### src/rtl/dbg_mbox_pkg.sv
package dbg_mbox_pkg;
  typedef enum logic {
    ROUTE_STD  = 1'b0,
    ROUTE_MBOX = 1'b1
  } route_e;
endpackage

### src/rtl/mbox_gate.sv
module mbox_gate #(
  parameter int LOCK_W = 2
) (
  input  logic                  clk,
  input  logic                  rst_n,
  input  logic                  tap_fuse_pgm,
  input  logic                  tap_disable,
  input  logic                  map_wr,
  input  logic                  map_val,
  input  logic                  fuse_req,
  input  logic                  lock_req,
  input  logic [LOCK_W-1:0]     lock_val,
  input  logic                  erase,
  output logic                  port_active,
  output logic                  fuse_q,
  output logic [LOCK_W-1:0]     lock_q,
  output dbg_mbox_pkg::route_e  route
);
  import dbg_mbox_pkg::*;

  logic              map_q, map_d, map_en;
  logic              fuse_d, fuse_en;
  logic [LOCK_W-1:0] lock_d;
  logic              lock_en;
  logic              locked;

  assign port_active = tap_fuse_pgm & ~tap_disable;
  assign locked      = |lock_q;
  assign route       = (fuse_q & map_q) ? ROUTE_MBOX : ROUTE_STD;

  always_comb begin
    map_en  = erase | (port_active & map_wr);
    map_d   = erase ? 1'b0 : map_val;
    lock_en = erase | lock_req;
    lock_d  = erase ? '0 : (lock_q | lock_val);
    fuse_en = ~erase & fuse_req & ~locked;
    fuse_d  = 1'b1;
  end

  always_ff @(posedge clk or negedge rst_n) begin
    if (!rst_n) begin
      map_q  <= 1'b0;
      lock_q <= '0;
      fuse_q <= 1'b0;
    end else begin
      if (map_en)  map_q  <= map_d;
      if (lock_en) lock_q <= lock_d;
      if (fuse_en) fuse_q <= fuse_d;
    end
  end

  p_lock_blocks_r7: assert property (@(posedge clk) disable iff (!rst_n)
    (fuse_req && (lock_q != '0) && !fuse_q) |=> !fuse_q);
  p_fuse_taken_r7: assert property (@(posedge clk) disable iff (!rst_n)
    (fuse_req && (lock_q == '0) && !erase) |=> fuse_q);
  p_erase_clears_r8: assert property (@(posedge clk) disable iff (!rst_n)
    erase |=> (lock_q == '0) && (route == ROUTE_STD));
  p_erase_keeps_fuse_r8: assert property (@(posedge clk) disable iff (!rst_n)
    erase |=> fuse_q == $past(fuse_q));
  p_port_gate_r9: assert property (@(posedge clk) disable iff (!rst_n)
    (!port_active && !erase) |=> map_q == $past(map_q));
endmodule

### src/rtl/mbox_store.sv
module mbox_store #(
  parameter int DATA_W = 8
) (
  input  logic              clk,
  input  logic              rst_n,
  input  logic              erase,
  input  logic              wr_en,
  input  logic [DATA_W-1:0] wdata,
  input  logic              ack_en,
  output logic [DATA_W-1:0] data_q,
  output logic              dirty_q
);
  logic [DATA_W-1:0] data_d;
  logic              data_en, dirty_d, dirty_en;

  always_comb begin
    data_en  = erase | wr_en;
    data_d   = erase ? '0 : wdata;
    dirty_en = erase | wr_en | ack_en;
    if (erase)      dirty_d = 1'b0;
    else if (wr_en) dirty_d = 1'b1;
    else            dirty_d = 1'b0;
  end

  always_ff @(posedge clk or negedge rst_n) begin
    if (!rst_n) begin
      data_q  <= '0;
      dirty_q <= 1'b0;
    end else begin
      if (data_en)  data_q  <= data_d;
      if (dirty_en) dirty_q <= dirty_d;
    end
  end

  p_wr_sets_dirty_r1: assert property (@(posedge clk) disable iff (!rst_n)
    (wr_en && !erase) |=> dirty_q && (data_q == $past(wdata)));
  p_ack_clears_r3: assert property (@(posedge clk) disable iff (!rst_n)
    (ack_en && !wr_en && !erase) |=> !dirty_q && $stable(data_q));
  p_write_wins_r4: assert property (@(posedge clk) disable iff (!rst_n)
    (ack_en && wr_en && !erase) |=> dirty_q);
  p_flag_idle_r10: assert property (@(posedge clk) disable iff (!rst_n)
    (!wr_en && !ack_en && !erase) |=> $stable(dirty_q));
endmodule

### src/rtl/mbox_iosel.sv
module mbox_iosel #(
  parameter int DATA_W = 8
) (
  input  logic                 clk,
  input  logic                 rst_n,
  input  dbg_mbox_pkg::route_e route,
  input  logic                 sel,
  input  logic                 wr,
  input  logic                 rd,
  input  logic [DATA_W-1:0]    wdata,
  input  logic [DATA_W-1:0]    mbox_data,
  input  logic                 mbox_dirty,
  output logic                 mbox_wr,
  output logic [DATA_W-1:0]    rdata
);
  import dbg_mbox_pkg::*;

  localparam int FLAG_BIT = DATA_W - 1;

  logic [DATA_W-1:0] std_q;
  logic              std_en;
  logic [DATA_W-1:0] mbox_view;
  logic              to_mbox;

  assign to_mbox = (route == ROUTE_MBOX);
  assign mbox_wr = sel & wr & to_mbox;
  assign std_en  = sel & wr & ~to_mbox;

  for (genvar b = 0; b < DATA_W; b++) begin : g_view
    if (b == FLAG_BIT) begin : g_flag
      assign mbox_view[b] = mbox_dirty;
    end else begin : g_bit
      assign mbox_view[b] = mbox_data[b];
    end
  end

  always_comb begin
    if (!(sel && rd)) rdata = '0;
    else if (to_mbox) rdata = mbox_view;
    else              rdata = std_q;
  end

  always_ff @(posedge clk or negedge rst_n) begin
    if (!rst_n)      std_q <= '0;
    else if (std_en) std_q <= wdata;
  end

  p_std_untouched_r5: assert property (@(posedge clk) disable iff (!rst_n)
    (sel && wr && to_mbox) |=> $stable(std_q));
  p_read_flag_r2: assert property (@(posedge clk) disable iff (!rst_n)
    (sel && rd && to_mbox) |-> rdata[FLAG_BIT] == mbox_dirty);
endmodule

### src/rtl/dbg_mailbox_top.sv
module dbg_mailbox_top #(
  parameter int DATA_W = 8,
  parameter int LOCK_W = 2
) (
  input  logic              clk,
  input  logic              rst_n,
  input  logic              cpu_sel,
  input  logic              cpu_wr,
  input  logic              cpu_rd,
  input  logic [DATA_W-1:0] cpu_wdata,
  output logic [DATA_W-1:0] cpu_rdata,
  output logic [DATA_W-1:0] dbg_data,
  output logic              dbg_dirty,
  input  logic              dbg_ack,
  input  logic              dbg_map_wr,
  input  logic              dbg_map_val,
  input  logic              tap_fuse_pgm,
  input  logic              tap_disable,
  input  logic              dbgen_req,
  input  logic              lock_pgm_req,
  input  logic [LOCK_W-1:0] lock_pgm_val,
  input  logic              chip_erase,
  output logic              dbgen_fuse,
  output logic [LOCK_W-1:0] lock_state,
  output logic              port_active,
  output logic              mbox_routed
);
  import dbg_mbox_pkg::*;

  route_e            route;
  logic              mbox_wr, ack_en, dirty_q;
  logic [DATA_W-1:0] data_q;

  mbox_gate #(.LOCK_W(LOCK_W)) u_gate (
    .clk(clk), .rst_n(rst_n),
    .tap_fuse_pgm(tap_fuse_pgm), .tap_disable(tap_disable),
    .map_wr(dbg_map_wr), .map_val(dbg_map_val),
    .fuse_req(dbgen_req), .lock_req(lock_pgm_req), .lock_val(lock_pgm_val),
    .erase(chip_erase), .port_active(port_active),
    .fuse_q(dbgen_fuse), .lock_q(lock_state), .route(route)
  );

  assign ack_en = dbg_ack & port_active & ~chip_erase;

  mbox_store #(.DATA_W(DATA_W)) u_store (
    .clk(clk), .rst_n(rst_n), .erase(chip_erase),
    .wr_en(mbox_wr & ~chip_erase), .wdata(cpu_wdata), .ack_en(ack_en),
    .data_q(data_q), .dirty_q(dirty_q)
  );

  mbox_iosel #(.DATA_W(DATA_W)) u_iosel (
    .clk(clk), .rst_n(rst_n), .route(route),
    .sel(cpu_sel), .wr(cpu_wr), .rd(cpu_rd), .wdata(cpu_wdata),
    .mbox_data(data_q), .mbox_dirty(dirty_q),
    .mbox_wr(mbox_wr), .rdata(cpu_rdata)
  );

  assign mbox_routed = (route == ROUTE_MBOX);
  assign dbg_data    = port_active ? data_q : '0;
  assign dbg_dirty   = port_active & dirty_q;

  p_idle_port_r9: assert property (@(posedge clk) disable iff (!rst_n)
    !port_active |-> (dbg_data == '0) && !dbg_dirty);
  p_dbg_full_byte_r11: assert property (@(posedge clk) disable iff (!rst_n)
    (cpu_sel && cpu_wr && mbox_routed && !chip_erase && port_active && $stable(port_active))
      |=> !port_active || (dbg_data == $past(cpu_wdata)));
endmodule

### config.mk
export PLATFORM = sky130hd
export DESIGN_NAME = dbg_mailbox_top
export DESIGN_NICKNAME = d
export VERILOG_FILES = /design/src/rtl/dbg_mbox_pkg.sv /design/src/rtl/mbox_gate.sv /design/src/rtl/mbox_store.sv /design/src/rtl/mbox_iosel.sv /design/src/rtl/dbg_mailbox_top.sv
export SDC_FILE = /design/constraint.sdc
export NUM_CORES = 1
export LEC_CHECK = 0
export BUFFER_PORTS_ARGS = -buffer_cell sky130_fd_sc_hd__clkbuf_2
export CORE_MARGIN = 4
export CORE_UTILIZATION = 49
export DETAILED_ROUTE_END_ITERATION = 8
export GPL_TIMING_DRIVEN = 0
export PLACE_DENSITY = 0.81
export SLEW_MARGIN = 20
export SYNTH_ARGS = -nofsm -noshare
export SYNTH_HDL_FRONTEND = slang
export SYNTH_SLANG_ARGS = --single-unit
### constraint.sdc
create_clock -name clk -period 1.85 [get_ports clk]
set_input_delay 0.185 -clock clk [delete_from_list [all_inputs] [get_ports clk]]
set_output_delay 0.185 -clock clk [all_outputs]
set_load 0.005 [all_outputs]
==> results.yml <==
critical_path:
  worstSetupStartpointType: "flip-flop"
  path_class: "flip-flop to primary output"
  crit_path_max_incr_delay_ps: 460
  crit_fanout: 10
  cp_cell_sequence: "nand2_4 > clkinvlp_4 > nand2_1 > a21oi_1 > clkbuf_2"
  critPathLaunch: "u_gate.fuse_q"
  crit_buf_inv: 2
  rr_startpoint: "u_gate.fuse_q"
  cp.arrival_ps: 1470
  crit_family: "flip-flops"
  setup.worst_path.end_class: "primary output"
  slowest_stage: "dfrtp_1"
  worstPathRequired_ps: 1660
synthesis:
  synth.net_count: 131
  synth_area_per_cell_um2: 9.62
  synthXorXnorAreaFrac: 0
  synth_enable_flop_cells: 0
  yosysWarnings: 0
  synth_compound_area_frac: 0.116
  netlist_area_mm2: 0.00104
  syn_inst: 108
  synth_area_leader_cell: "dfrtp_1"
  netlist_top_cells_count: "nand2_1, dfrtp_1, a21oi_1"
  ys_types: 18
  yosysTopAreaCellShare: 0.506
  ys_async_sr_fraction: 1.00
  synth-seq-area-share: 0.506
  yosys-top-cells-area: "dfrtp_1, nand2_1, mux2_4"
  ys_ff_latch: 21
  yosys.area_share.simple: 0.237
  synth_top_family_by_area: "simple AND/OR/NAND/NOR gates"
  muxShareOfSynthArea: 0.116
  synth_fa_ha_area_frac: 0
  yosys_most_used_dff: "dfrtp_1"
  post-synth-top-count-cell: "nand2_1"
placement:
  portBuffers: 44
  dpl_worst_slack_ps: 398
  hpwl_um: 1870
  routabilityCongestion: 0.748
  dp_cells: 179
global_route:
  overflow: 0
  antenna_found_initial: 0
  track_usage: 0.204
  grt_max_degree: 22
  grt_pass1_wl_um: 4210
  grt_pass1_vias: 956
clocking:
  cts_buffer_depth: 2
  cts_tree: "done"
  htree_levels: 1
  numCtsBuffers: 3
  clk_pin_slew_worst_paths_ps: 120
  insertion_delay_ps: 300
  cts_root_buf: "clkbuf_4"
  cts.sinks: 21
timing:
  hold_violations: 0
  fin_tns_setup_ps: 0
  finalSetupViolations: 0
  max_freq_ghz: 0.603
  rsz0062_at_grt: "no"
  slew_viol_final: 0
  min_period_ps: 1660
  slew_headroom: 0.644
  finalClockSkew_ps: 11.7
  period_share: 0.896
  fin_ws_ps: 193
  hold-worst-slack_ps: 83.3
  tightest_slew_ps: 534
outcome:
  outcome: "finished, final reports clean"
pwr:
  power_density_mw_per_mm2: 666
  intPower_mw: 0.662
  p_switching_mw: 0.229
  comb_power_share: 0.179
  totalPowerFinal_mw: 0.891
  power_leakage_nw: 0.668
  peakVddDrop_mv: 0.511
  p_seq_frac: 0.573
  power.share.clock: 0.248
  swShare: 0.257
min_path:
  hold_path.class: "primary input to flip-flop"
  hp-start: "chip_erase"
detailed_routing:
  via_per_inst: 5.17
  routedWlPerCell_um: 14.0
  firstDrtPassIters: 4
  drc: 0
  wirelength_um: 2570
  num_vias: 951
  drtAntennaViolNets: 0
  dr.first_iter.drc_count: 32
finish:
  antenna_cells: 0
  final_cells: 184
  areaGrowthSynthToFinish_pct: 28.8
  fillerInstances: 156
  fin_nets: 181
  drive_gt1_frac: 0.395
die:
  initial_core_util: 0.524
  die_w_um: 54.0
  io_pins: 45
  fp.dieH_um: 54.0
  dieArea_mm2: 0.00292
  rows: 16
  coreArea_mm2: 0.00198
run:
  max_cap_violations: 0
## final cells by class
| cell class | instances | area [µm²] | area share |
|---|---|---|---|
| flip-flops and latches | 21 | 526 | 0.393 |
| repair buffers | 45 | 230 | 0.172 |
| inverters | 1 | 7.51 | 0.00561 |
| clock buffers | 4 | 26.3 | 0.0196 |
| plain buffers | 4 | 22.5 | 0.0168 |
| well taps | 27 | 33.8 | 0.0253 |
| multi-input cells | 82 | 492 | 0.368 |
## through the flow
step | instance area [µm²] | util
after floorplan | 1040 | -
after global routing | 1340 | 0.675
final | 1340 | 0.675
after CTS | 1330 | 0.670
after global placement | 1290 | 0.652
after detailed placement | 1290 | 0.652
## worst register-to-register path, stage by stage, from the launching register on
cell	delay, ps
dfrtp_1	460
nand2_4	180
and3_4	200
buf_6	160
mux2_4	320
## cells by family after synthesis
group,Yosys count
AO/OA/AOI/OAI,22
buffers and inverters,5
flip-flops,21
multiplexers,8
AND/OR/NAND/NOR,52
## power by group through the flow
stage / Sequential, mW / Clock [mW] / Combinational, mW
CTS: 0.510 / 0.222 / 0.160
floorplan: 0.515 / 0 / 0.0900
detailed placement: 0.519 / 0 / 0.157
finish: 0.511 / 0.221 / 0.159
global route: 0.516 / 0.247 / 0.177
global placement: 0.517 / 0 / 0.153
## repair_timing
item,CTS,global route
endpoints found under the setup margin,0,8
gates resized for setup,0,2
hold endpoints to repair,21,0
hold buffers,1,0
buffers inserted,0,0
## per-layer routing
metal,vias to the layer above,GRT usage,share of wire
met5,-,0,0
li1,459,-,-
met2,49,0.327,0.47
met3,6,0.0249,0.085
met1,437,0.275,0.43
met4,0,0.0954,0.014
## flip-flops by register name, summed over array words and instances, names as in the netlist
name and flops:
u_iosel.std_q 8, u_store.data_q 8, u_gate.fuse_q 1, u_gate.lock_q 2
u_gate.map_q 1, u_store.dirty_q 1
## cell usage in the layout, fill, tap and decap left out
master         netlist  routed
nor2b_1              1       1
nand2_4              0       1
clkbuf_4             0       3
clkinvlp_4           0       1
or2_2                1       1
nand2_1             33      33
nand3_1              1       1
nor2_1               2       2
and3_4               1       1
a21bo_2              2       2
dlygate4sd3_1        0       1
mux2_4               8       8
clkbuf_1             3       4
clkbuf_2             0      44
a21oi_1             20      20
and4_1               1       1
dfrtp_1             21      21
and2_1               9       9
nor4b_1              1       1
nand4_1              1       1
buf_6                1       1
## final timing paths
| kind | depth (start not counted) | slack, ps | to |
|---|---|---|---|
| max in group asynchronous | 2 | 1110 | u_gate.lock_q[1] |
| hold reg to reg | 1 | 530 | u_iosel.std_q[1] |
| hold / removal | 2 | 80 | u_store.data_q[0] |
| min in group asynchronous | 2 | 380 | u_store.data_q[2] |
| setup reg to reg | 4 | 420 | u_iosel.std_q[0] |
| setup / recovery | 5 | 190 | cpu_rdata[6] |
Note: power is estimated with default switching activity, not from simulation.
